## src/rtl/p2p_cfg_pkg.sv

```systemverilog
package p2p_cfg_pkg;

  localparam int DATA_W   = 32;
  localparam int BE_W     = DATA_W / 8;
  localparam int IDX_W    = 6;
  localparam int WIN_W    = 12;
  localparam int UP_W     = 32;
  localparam int IOUP_W   = 16;
  localparam int CTL_W    = 16;
  localparam int CTL_SBR  = 6;

  localparam logic [IDX_W-1:0] DW_CMD  = 6'd1;
  localparam logic [IDX_W-1:0] DW_ID   = 6'd2;
  localparam logic [IDX_W-1:0] DW_HDR  = 6'd3;
  localparam logic [IDX_W-1:0] DW_BUS  = 6'd6;
  localparam logic [IDX_W-1:0] DW_IO   = 6'd7;
  localparam logic [IDX_W-1:0] DW_MEM  = 6'd8;
  localparam logic [IDX_W-1:0] DW_PF   = 6'd9;
  localparam logic [IDX_W-1:0] DW_PFBU = 6'd10;
  localparam logic [IDX_W-1:0] DW_PFLU = 6'd11;
  localparam logic [IDX_W-1:0] DW_IOU  = 6'd12;
  localparam logic [IDX_W-1:0] DW_CTL  = 6'd15;

  localparam logic [CTL_W-1:0]  CTL_WMASK = 16'h004F;
  localparam logic [15:0]       STAT_CAPS = 16'h00A0;
  localparam logic [23:0]       CLASS_P2P = 24'h060400;

  typedef struct packed {
    logic [2:0]        cmd;
    logic [7:0]        bus_pri;
    logic [7:0]        bus_sec;
    logic [7:0]        bus_sub;
    logic [7:0]        lat_sec;
    logic [3:0]        io_base;
    logic [3:0]        io_lim;
    logic [WIN_W-1:0]  mem_base;
    logic [WIN_W-1:0]  mem_lim;
    logic [WIN_W-1:0]  pf_base;
    logic [WIN_W-1:0]  pf_lim;
    logic [UP_W-1:0]   pf_base_up;
    logic [UP_W-1:0]   pf_lim_up;
    logic [IOUP_W-1:0] io_base_up;
    logic [IOUP_W-1:0] io_lim_up;
    logic [CTL_W-1:0]  ctl;
  } cfg_state_t;

  // True when any enabled byte of the access falls in a forwarding-relevant span.
  function automatic logic fwd_span_hit(logic [IDX_W-1:0] idx, logic [BE_W-1:0] be);
    logic hit;
    int   a;
    hit = 1'b0;
    for (int l = 0; l < BE_W; l++) begin
      a = int'(idx) * BE_W + l;
      if (be[l] && ((a >= 4 && a <= 5) || (a >= 28 && a <= 29) ||
                    (a >= 32 && a <= 51) || (a >= 62 && a <= 63)))
        hit = 1'b1;
    end
    return hit;
  endfunction

endpackage

```

## src/rtl/p2p_cfg_store.sv

```systemverilog
module p2p_cfg_store
  import p2p_cfg_pkg::*;
#(
  parameter bit IO32   = 1'b1,
  parameter bit PREF64 = 1'b1
) (
  input  logic              clk,
  input  logic              rst_n,
  input  logic              wr_go,
  input  logic              dis,
  input  logic [IDX_W-1:0]  addr,
  input  logic [BE_W-1:0]   be,
  input  logic [DATA_W-1:0] wdata,
  output cfg_state_t        st
);

  cfg_state_t st_q;
  cfg_state_t st_nx;
  logic       upd_en;

  assign upd_en = wr_go | dis;

  always_comb begin
    st_nx = st_q;
    if (dis) begin
      st_nx.io_base    = '1;
      st_nx.io_lim     = '0;
      st_nx.mem_base   = '1;
      st_nx.mem_lim    = '0;
      st_nx.pf_base    = '1;
      st_nx.pf_lim     = '0;
      st_nx.pf_base_up = '0;
      st_nx.pf_lim_up  = '0;
    end else if (wr_go) begin
      case (addr)
        DW_CMD: if (be[0]) st_nx.cmd = wdata[2:0];
        DW_BUS: begin
          if (be[0]) st_nx.bus_pri = wdata[7:0];
          if (be[1]) st_nx.bus_sec = wdata[15:8];
          if (be[2]) st_nx.bus_sub = wdata[23:16];
          if (be[3]) st_nx.lat_sec = wdata[31:24];
        end
        DW_IO: begin
          if (be[0]) st_nx.io_base = wdata[7:4];
          if (be[1]) st_nx.io_lim  = wdata[15:12];
        end
        DW_MEM: begin
          if (be[0]) st_nx.mem_base[3:0]  = wdata[7:4];
          if (be[1]) st_nx.mem_base[11:4] = wdata[15:8];
          if (be[2]) st_nx.mem_lim[3:0]   = wdata[23:20];
          if (be[3]) st_nx.mem_lim[11:4]  = wdata[31:24];
        end
        DW_PF: begin
          if (be[0]) st_nx.pf_base[3:0]  = wdata[7:4];
          if (be[1]) st_nx.pf_base[11:4] = wdata[15:8];
          if (be[2]) st_nx.pf_lim[3:0]   = wdata[23:20];
          if (be[3]) st_nx.pf_lim[11:4]  = wdata[31:24];
        end
        DW_PFBU: for (int l = 0; l < BE_W; l++)
                   if (be[l]) st_nx.pf_base_up[8*l +: 8] = wdata[8*l +: 8];
        DW_PFLU: for (int l = 0; l < BE_W; l++)
                   if (be[l]) st_nx.pf_lim_up[8*l +: 8] = wdata[8*l +: 8];
        DW_IOU: begin
          if (be[0]) st_nx.io_base_up[7:0]  = wdata[7:0];
          if (be[1]) st_nx.io_base_up[15:8] = wdata[15:8];
          if (be[2]) st_nx.io_lim_up[7:0]   = wdata[23:16];
          if (be[3]) st_nx.io_lim_up[15:8]  = wdata[31:24];
        end
        DW_CTL: begin
          if (be[2]) st_nx.ctl[7:0]  = wdata[23:16] & CTL_WMASK[7:0];
          if (be[3]) st_nx.ctl[15:8] = wdata[31:24] & CTL_WMASK[15:8];
        end
        default: ;
      endcase
    end
    // Extension registers exist only for the configured variants.
    if (!PREF64) begin
      st_nx.pf_base_up = '0;
      st_nx.pf_lim_up  = '0;
    end
    if (!IO32) begin
      st_nx.io_base_up = '0;
      st_nx.io_lim_up  = '0;
    end
  end

  always_ff @(posedge clk or negedge rst_n) begin
    if (!rst_n)      st_q <= '0;
    else if (upd_en) st_q <= st_nx;
  end

  assign st = st_q;

  AST_CLOSE_WINDOWS: assert property (@(posedge clk) disable iff (!rst_n)
    ($past(dis) && $past(rst_n)) |-> (st_q.io_base == '1 && st_q.io_lim == '0 &&
      st_q.mem_base == '1 && st_q.mem_lim == '0 && st_q.pf_base == '1 &&
      st_q.pf_lim == '0 && st_q.pf_base_up == '0 && st_q.pf_lim_up == '0));

  AST_CTL_MASKED: assert property (@(posedge clk) disable iff (!rst_n)
    (st_q.ctl & ~CTL_WMASK) == '0);

endmodule

```

## src/rtl/p2p_cfg_events.sv

```systemverilog
module p2p_cfg_events
  import p2p_cfg_pkg::*;
(
  input  logic             clk,
  input  logic             rst_n,
  input  logic             wr_en,
  input  logic             dis,
  input  logic [IDX_W-1:0] addr,
  input  logic [BE_W-1:0]  be,
  input  logic             sbr_wbit,
  input  logic             sbr_cur,
  output logic             remap_pulse,
  output logic             sbr_pulse
);

  logic remap_nx;
  logic sbr_nx;
  logic remap_q;
  logic sbr_q;

  always_comb begin
    remap_nx = dis | (wr_en & fwd_span_hit(addr, be));
    sbr_nx   = wr_en & ~dis & (addr == DW_CTL) & be[2] & sbr_wbit & ~sbr_cur;
  end

  always_ff @(posedge clk or negedge rst_n) begin
    if (!rst_n) begin
      remap_q <= 1'b0;
      sbr_q   <= 1'b0;
    end else begin
      remap_q <= remap_nx;
      sbr_q   <= sbr_nx;
    end
  end

  assign remap_pulse = remap_q;
  assign sbr_pulse   = sbr_q;

  AST_SBR_ON_RISE: assert property (@(posedge clk) disable iff (!rst_n)
    sbr_q |-> (sbr_cur && !$past(sbr_cur)));

  AST_SBR_SINGLE: assert property (@(posedge clk) disable iff (!rst_n)
    sbr_q |=> !sbr_q);

  AST_REMAP_ON_CLOSE: assert property (@(posedge clk) disable iff (!rst_n)
    ($past(dis) && $past(rst_n)) |-> remap_q);

  AST_REMAP_QUIET: assert property (@(posedge clk) disable iff (!rst_n)
    ($past(rst_n) && !$past(wr_en) && !$past(dis)) |-> !remap_q);

endmodule

```

## src/rtl/p2p_cfg_rdmux.sv

```systemverilog
module p2p_cfg_rdmux
  import p2p_cfg_pkg::*;
#(
  parameter bit         IO32     = 1'b1,
  parameter bit         PREF64   = 1'b1,
  parameter bit         MULTI_FN = 1'b0,
  parameter logic [7:0] REV      = 8'h02
) (
  input  logic              clk,
  input  logic              rst_n,
  input  logic              rd_en,
  input  logic [IDX_W-1:0]  addr,
  input  cfg_state_t        st,
  output logic [DATA_W-1:0] rdata
);

  localparam logic [3:0] IO_TYPE = IO32   ? 4'h1 : 4'h0;
  localparam logic [3:0] PF_TYPE = PREF64 ? 4'h1 : 4'h0;

  logic [DATA_W-1:0] dw_nx;
  logic [DATA_W-1:0] rdata_q;

  always_comb begin
    case (addr)
      DW_CMD:  dw_nx = {STAT_CAPS, 13'd0, st.cmd};
      DW_ID:   dw_nx = {CLASS_P2P, REV};
      DW_HDR:  dw_nx = {8'h00, MULTI_FN, 7'h01, 16'h0000};
      DW_BUS:  dw_nx = {st.lat_sec, st.bus_sub, st.bus_sec, st.bus_pri};
      DW_IO:   dw_nx = {STAT_CAPS, st.io_lim, IO_TYPE, st.io_base, IO_TYPE};
      DW_MEM:  dw_nx = {st.mem_lim, 4'h0, st.mem_base, 4'h0};
      DW_PF:   dw_nx = {st.pf_lim, PF_TYPE, st.pf_base, PF_TYPE};
      DW_PFBU: dw_nx = st.pf_base_up;
      DW_PFLU: dw_nx = st.pf_lim_up;
      DW_IOU:  dw_nx = {st.io_lim_up, st.io_base_up};
      DW_CTL:  dw_nx = {st.ctl, 16'h0000};
      default: dw_nx = '0;
    endcase
  end

  always_ff @(posedge clk or negedge rst_n) begin
    if (!rst_n)     rdata_q <= '0;
    else if (rd_en) rdata_q <= dw_nx;
  end

  assign rdata = rdata_q;

  AST_RDATA_HOLD: assert property (@(posedge clk) disable iff (!rst_n)
    ($past(rst_n) && !$past(rd_en)) |-> $stable(rdata_q));

endmodule

```

## src/rtl/p2p_cfg_regs.sv

```systemverilog
module p2p_cfg_regs
  import p2p_cfg_pkg::*;
#(
  parameter bit         IO_32BIT   = 1'b1,
  parameter bit         PREF_64BIT = 1'b1,
  parameter bit         MULTI_FUNC = 1'b0,
  parameter logic [7:0] REV_ID     = 8'h02
) (
  input  logic        clk,
  input  logic        rst_n,
  input  logic        cfg_wr,
  input  logic        cfg_rd,
  input  logic [5:0]  cfg_addr,
  input  logic [3:0]  cfg_be,
  input  logic [31:0] cfg_wdata,
  input  logic        fwd_disable,
  output logic [31:0] cfg_rdata,
  output logic        remap_pulse,
  output logic        sec_bus_rst_pulse
);

  cfg_state_t st;
  logic       wr_go;

  assign wr_go = cfg_wr & ~fwd_disable;

  p2p_cfg_store #(.IO32(IO_32BIT), .PREF64(PREF_64BIT)) u_store (
    .clk   (clk),
    .rst_n (rst_n),
    .wr_go (wr_go),
    .dis   (fwd_disable),
    .addr  (cfg_addr),
    .be    (cfg_be),
    .wdata (cfg_wdata),
    .st    (st)
  );

  p2p_cfg_events u_events (
    .clk         (clk),
    .rst_n       (rst_n),
    .wr_en       (cfg_wr),
    .dis         (fwd_disable),
    .addr        (cfg_addr),
    .be          (cfg_be),
    .sbr_wbit    (cfg_wdata[16 + CTL_SBR]),
    .sbr_cur     (st.ctl[CTL_SBR]),
    .remap_pulse (remap_pulse),
    .sbr_pulse   (sec_bus_rst_pulse)
  );

  p2p_cfg_rdmux #(
    .IO32     (IO_32BIT),
    .PREF64   (PREF_64BIT),
    .MULTI_FN (MULTI_FUNC),
    .REV      (REV_ID)
  ) u_rdmux (
    .clk   (clk),
    .rst_n (rst_n),
    .rd_en (cfg_rd),
    .addr  (cfg_addr),
    .st    (st),
    .rdata (cfg_rdata)
  );

endmodule

```

## config.mk

```make
export PLATFORM = sky130hd
export DESIGN_NAME = p2p_cfg_regs
export DESIGN_NICKNAME = d
export VERILOG_FILES = /design/src/rtl/p2p_cfg_pkg.sv /design/src/rtl/p2p_cfg_store.sv /design/src/rtl/p2p_cfg_events.sv /design/src/rtl/p2p_cfg_rdmux.sv /design/src/rtl/p2p_cfg_regs.sv
export SDC_FILE = /design/constraint.sdc
export NUM_CORES = 1
export LEC_CHECK = 0
export BUFFER_PORTS_ARGS = -buffer_cell sky130_fd_sc_hd__buf_2
export CAP_MARGIN = 20
export CORE_MARGIN = 5
export CORE_UTILIZATION = 25
export DETAILED_ROUTE_END_ITERATION = 16
export SLEW_MARGIN = 10
export SYNTH_ARGS = -nofsm -noshare
export SYNTH_HDL_FRONTEND = slang
export SYNTH_SLANG_ARGS = --single-unit
```

## constraint.sdc

```tcl
create_clock -name clk -period 2.8 [get_ports clk]
set_input_delay 0.56 -clock clk [delete_from_list [all_inputs] [get_ports clk]]
set_output_delay 0.56 -clock clk [all_outputs]
set_load 0.1 [all_outputs]
```

==> results of run 1 <==
==> worst max-delay path by stage <==
| stage | depth (start not counted) | slack [ps] | to |
|---|---|---|---|
| after floorplan | 8 | 650 | u_store.st[127]$_DFFE_PN0P_ |
| after global placement | 7 | 160 | u_store.st[202]$_DFFE_PN0P_ |
| after detailed placement | 7 | 170 | u_store.st[202]$_DFFE_PN0P_ |
| after CTS | 7 | 730 | u_store.st[202]$_DFFE_PN0P_ |
| after global routing | 6 | 660 | u_store.st[197]$_DFFE_PN0P_ |
| final | 7 | 690 | u_store.st[202]$_DFFE_PN0P_ |
==> where the power goes <==
group / internal [mW] / leakage, nW / total (mW) / switching [mW]
Clock: 2.24 / 0.456 / 3.59 / 1.35
Sequential: 3.42 / 2.99 / 3.49 / 0.0794
Combinational: 0.217 / 2.09 / 0.592 / 0.375
==> flip-flops by register name, summed over array words and instances (netlist names) <==
signal and count:
u_store.st 192, u_rdmux.rdata 32, u_events.remap_pulse 1, u_events.sbr_pulse 1
==> cells in the final DEF (no fill, tap or decap), drive strengths merged, types with 13 or more instances in the layout <==
cell type,synthesis,final
clkbuf,34,38
a211o,15,15
mux2,87,87
nand2,128,128
o2bb2ai,14,14
nand3,18,18
a222oi,25,25
a22oi,24,24
o21ai,92,92
mux4,13,13
dfrtp,226,226
nor2,18,18
buf,27,132
a21oi,20,20
==> metal layers <==
| layer | share of wire | wire (um) | GRT usage | up-vias |
|---|---|---|---|---|
| li1 | - | - | - | 3318 |
| met1 | 0.44 | 12900 | 0.178 | 3755 |
| met2 | 0.48 | 14000 | 0.216 | 228 |
| met3 | 0.054 | 1570 | 0.0257 | 43 |
| met4 | 0.022 | 650 | 0.0320 | 0 |
| met5 | 0 | 0 | 0 | - |
==> kinds of logic (layout without fill, tap and decap cells) <==
group / Yosys count / in the layout / synth area share
flip-flops: 226 / 226 / 0.568
AND/OR/NAND/NOR: 205 / 205 / 0.102
multiplexers: 111 / 111 / 0.139
AO/OA/AOI/OAI: 233 / 233 / 0.161
other: 0 / 1 / 0
buffers and inverters: 68 / 187 / 0.0305
==> worst register-to-register path, stage by stage, from the launching register on <==
cell       delay (ps)
dfrtp_1           380
mux4_2            470
a222oi_1          520
o2bb2ai_1         120
==> cell type report <==
class | instances | area (sq um)
timing repair buffer | 133 | 886
antenna | 1 | 2.50
clock inverter | 9 | 123
tap | 525 | 657
fill | 3962 | 27400
multi-input combinational | 549 | 4020
inverter | 7 | 26.3
sequential | 226 | 5660
clock buffer | 38 | 797
==> per-stage QoR <==
stage | std cells | power, mW | hold slack [ps] | cell area [sq um]
2_1_floorplan | 843 | 3.85 | 264 | 9960
3_3_place_gp | 1439 | 4.13 | 457 | 11200
3_5_place_dp | 1439 | 4.15 | 464 | 11200
4_1_cts | 1487 | 7.76 | 274 | 12200
5_1_grt | 1488 | 7.95 | 286 | 12200
6_report | 1488 | 7.67 | 289 | 12200
==> flow_summary.toml, run 1 <==
[status]
status = "finished, final reports clean"

[worst_setup_path]
path_class = "input pin to flip-flop"
critical_path.startpoint = "cfg_addr[0]"
timing.rr.end = "u_rdmux.rdata[10]$_DFFE_PN0P_"
crit_chain = "buf_2 -> buf_4 -> nand2b_1 -> nor4_1 -> buf_4 -> nand3_1 -> mux2_2"
start_kind = "input pin"
r2r_slack_ps = 1180
cpMaxStageDelayCell = "nor4_1"
reg2reg_depth = 3
required_ps = 3220
worst_ep_arrival_time_ps = 2530
path_max_fanout = 9
end_kind = "flip-flop"
critPathMaxStageDelay_ps = 540
cpMostUsedCell = "buf_4"
worst-path-buf-inv = 3
r2r-start = "u_store.st[58]$_DFFE_PN0P_"
crit_family = "simple AND/OR/NAND/NOR gates"

[die]
io-pin-count = 81
start_util = 0.252
die_w_um = 210
placementRows = 73
core_sq_um = 39500
chipHeight_um = 210
dieArea_sq_um = 43900

[timing]
setup_tns_ps = 0
final-setup-viol-count = 0
finalClockSkew_ps = 17.8
fmax_mhz = 474
tightest_slew_ps = 692
min_period_over_period = 0.754
fin_crit_ps = 2110
rsz0062_at_grt = "false"
hold_viol = 0
final_max_slew_viol_count = 0
fin_ws_ps = 689
slew_headroom = 0.539

[cts]
cts.sinks = 226
cts_root_buf = "clkbuf_16"
cts-buffers-inserted = 26
htreeDepth = 1
cts_hold_buffers = 1
clk_latency_ps = 530
cts_setup_buffers = 0
cts_tree = "yes"
cts-resized-gates = 0
clockBufferDepth = 3
clk_pin_slew_ps = 60

[synth]
synth_nets = 890
synth.yosys.seq_area_share = 0.568
synth-edff-count = 0
yosys.area.top_type = "dfrtp_1"
syn_inst = 843
synth_most_common_cell = "dfrtp_1"
ys_warn_count = 0
synth_top_cell_area_share = 0.568
synth-async-reset-ratio = 1.00
synth_common_cells = "dfrtp_1, nand2_1, o21ai_0"
syn_avg_cell_area_sq_um = 11.8
synth.distinct_cells = 52
synth_area_sq_um = 9960
synth.ff_latch_count = 226
synth_area_leaders = "dfrtp_1, mux2_2, nand2_1"
synth_flop_cell = "dfrtp_1"

[route]
dr.first_iter.drc_count = 741
drt-pass1-iter-count = 7
viasPerCell = 4.94
ant_nets = 0
drc = 0
vias = 7344
wire_per_inst_um = 19.5
wl_um = 29100

[global_route]
grt-ovfl-total = 0
grt_pass1_vias = 7444
track_usage = 0.131
grt_pass1_wl_um = 45800
grt_max_degree = 69
grt_antenna_before_repair = 2

[hold_path]
hold_end = "u_store.st[195]$_DFFE_PN0P_"
min_path_cells = 2
hold_start = "cfg_wdata[3]"
hp-class = "input pin to flip-flop"

[power]
p_leak_nw = 5.54
p_per_area_nw_per_um2 = 631
vdd_drop_max_uv = 371

[flow_run]
cap_violations = 0

[placement]
hpwl_um = 20000
dp_slack_ps = 171
io_buffers = 80
gp_congestion = 0.858

[cells_and_area]
post-route-util = 0.308
drive_gt1_frac = 0.305
nets = 990
layout-area-overhead-vs-synth_pct = 22.2
No activity file was read; power rests on OpenSTA's default activity.
==> run 2: changes to the inputs <==
Clock period 2.8 ns to 1.7 ns, I/O delays scaled along.
==> flow_summary.toml, run 2 (synthesized netlist as in run 1, its figures left out) <==
[timing]
tightest_slew_ps = 659
final_max_slew_viol_count = 0
setup_tns_ps = 0
slew_headroom = 0.561
finalClockSkew_ps = 16.4
rsz0062_at_grt = "false"
min_period_over_period = 0.970
hold_viol = 0
fmax_mhz = 606
timing.hold.ws_ps = 96.2
fin_crit_ps = 1650
final-setup-viol-count = 0

[cells_and_area]
final_area_sq_um = 12900
layout-area-overhead-vs-synth_pct = 29.2
nets = 1047
drive_gt1_frac = 0.348
final_common_cell = "dfrtp_1"
final_cells = 1544
largest_reg_flops = 192
post-route-util = 0.325
mostFrequentLayoutCells = "dfrtp_1, nand2_1, buf_4, buf_2, mux2_2"
fill_cells = 3953

[power]
p_per_area_nw_per_um2 = 933
p_leak_nw = 5.86
clkPwrFrac = 0.429
switching_power_mw = 2.87
internal-power_mw = 9.13
swShare = 0.239
combPwrFrac = 0.091
vdd_drop_max_uv = 503
seqPwrFrac = 0.480

[hold_path]
hp-class = "input pin to flip-flop"

[placement]
io_buffers = 80
hpwl_um = 21000
dp_cells = 1497
dpl_cell_area_sq_um = 12000
gp_congestion = 0.847

[cts]
clk_latency_ps = 520
htreeDepth = 1
cts_root_buf = "clkbuf_16"
clk_pin_slew_ps = 60
clockBufferDepth = 3
cts-buffers-inserted = 25
cts.sinks = 226
cts_tree = "yes"

[die]
io-pin-count = 81
placementRows = 73
core_sq_um = 39500
chipHeight_um = 210
dieArea_sq_um = 43900
die_w_um = 210
start_util = 0.252

[worst_setup_path]
path_class = "flip-flop to output port"
worst_ep_arrival_time_ps = 1310
path_max_fanout = 2
crit_family = "buffers and inverters"
cpMaxStageDelayCell = "buf_2"
start_kind = "flip-flop"
required_ps = 1360
crit_chain = "buf_2"
end_kind = "output port"
critPathMaxStageDelay_ps = 450
worst-path-buf-inv = 1

[route]
viasPerCell = 4.86
wl_um = 29200
drt-pass1-iter-count = 7
dr.first_iter.drc_count = 649
vias = 7502
wire_per_inst_um = 18.9
drc = 0
ant_nets = 0

[status]
status = "finished, final reports clean"

[global_route]
grt-ovfl-total = 0
grt_antenna_before_repair = 2
grt_pass1_vias = 7712
grt_pass1_wl_um = 45800
track_usage = 0.129
grt_max_degree = 63

[flow_run]
cap_violations = 0
==> run 2: cell types whose count changed in the layout (fill, tap and decap cells not counted), sizes merged <==
cell / delta
buf: +56
clkinvlp: -1
clkbuf: +6
bufinv: -3
inv: +1
clkinv: -3
==> run 2: final timing paths <==
check                                               from                      endpoint  slack, ps  depth (start not counted)
setup / recovery           u_rdmux.rdata[18]$_DFFE_PN0P_                 cfg_rdata[18]         50                          1
hold / removal                             cfg_wdata[12]   u_store.st[188]$_DFFE_PN0P_        100                          2
setup reg to reg              u_store.st[82]$_DFFE_PN0P_  u_rdmux.rdata[2]$_DFFE_PN0P_        210                          4
hold reg to reg             u_rdmux.rdata[3]$_DFFE_PN0P_  u_rdmux.rdata[3]$_DFFE_PN0P_        480                          1
max in group asynchronous                          rst_n    u_store.st[29]$_DFFE_PN0P_        760                          3
min in group asynchronous                          rst_n   u_store.st[165]$_DFFE_PN0P_        290                          2
==> run 2: layout make-up <==
cell class	count	area [sq um]	share of cell area
sequential	226	5660	0.440
inverter	7	26.3	0.00204
tap	525	657	0.0511
clock inverter	3	18.8	0.00146
timing repair buffer	191	1470	0.114
multi-input combinational	549	4270	0.332
clock buffer	42	769	0.0598
antenna	1	2.50	0.000195
==> run 2: what timing repair did <==
action	CTS	global route
setup endpoints to repair	6	2
hold buffers	1	0
endpoints found under the hold margin	32	0
buffers inserted	0	0
resized for setup	6	2
==> run 2: worst reg2reg max path: cells and delay by family, from the launching register on <==
family / cells / cell delay, ps
AO/OA/AOI/OAI: 3 / 720
flip-flops: 1 / 380
multiplexers: 1 / 260
==> run 2: power groups by stage <==
stage	sequential, mW	clock (mW)	combinational [mW]
floorplan	5.85	0	0.571
global placement	5.84	0	1.08
detailed placement	5.85	0	1.10
CTS	5.76	5.31	1.10
global route	5.78	5.51	1.19
finish	5.76	5.15	1.09
==> run 2: per-layer routing <==
| metal | wire (um) | track usage | up-vias |
|---|---|---|---|
| met5 | 11 | 0 | - |
| met4 | 793 | 0.0362 | 2 |
| met3 | 1160 | 0.0176 | 47 |
| met2 | 13200 | 0.202 | 194 |
| met1 | 14000 | 0.189 | 3818 |
| li1 | - | - | 3441 |
==> run 2: per-stage QoR <==
stage,power [mW],setup slack (ps)
finish,12.0,50.2
global route,12.5,1.57
CTS,12.2,10.4
detailed placement,6.95,-427
global placement,6.92,-411
floorplan,6.42,-205
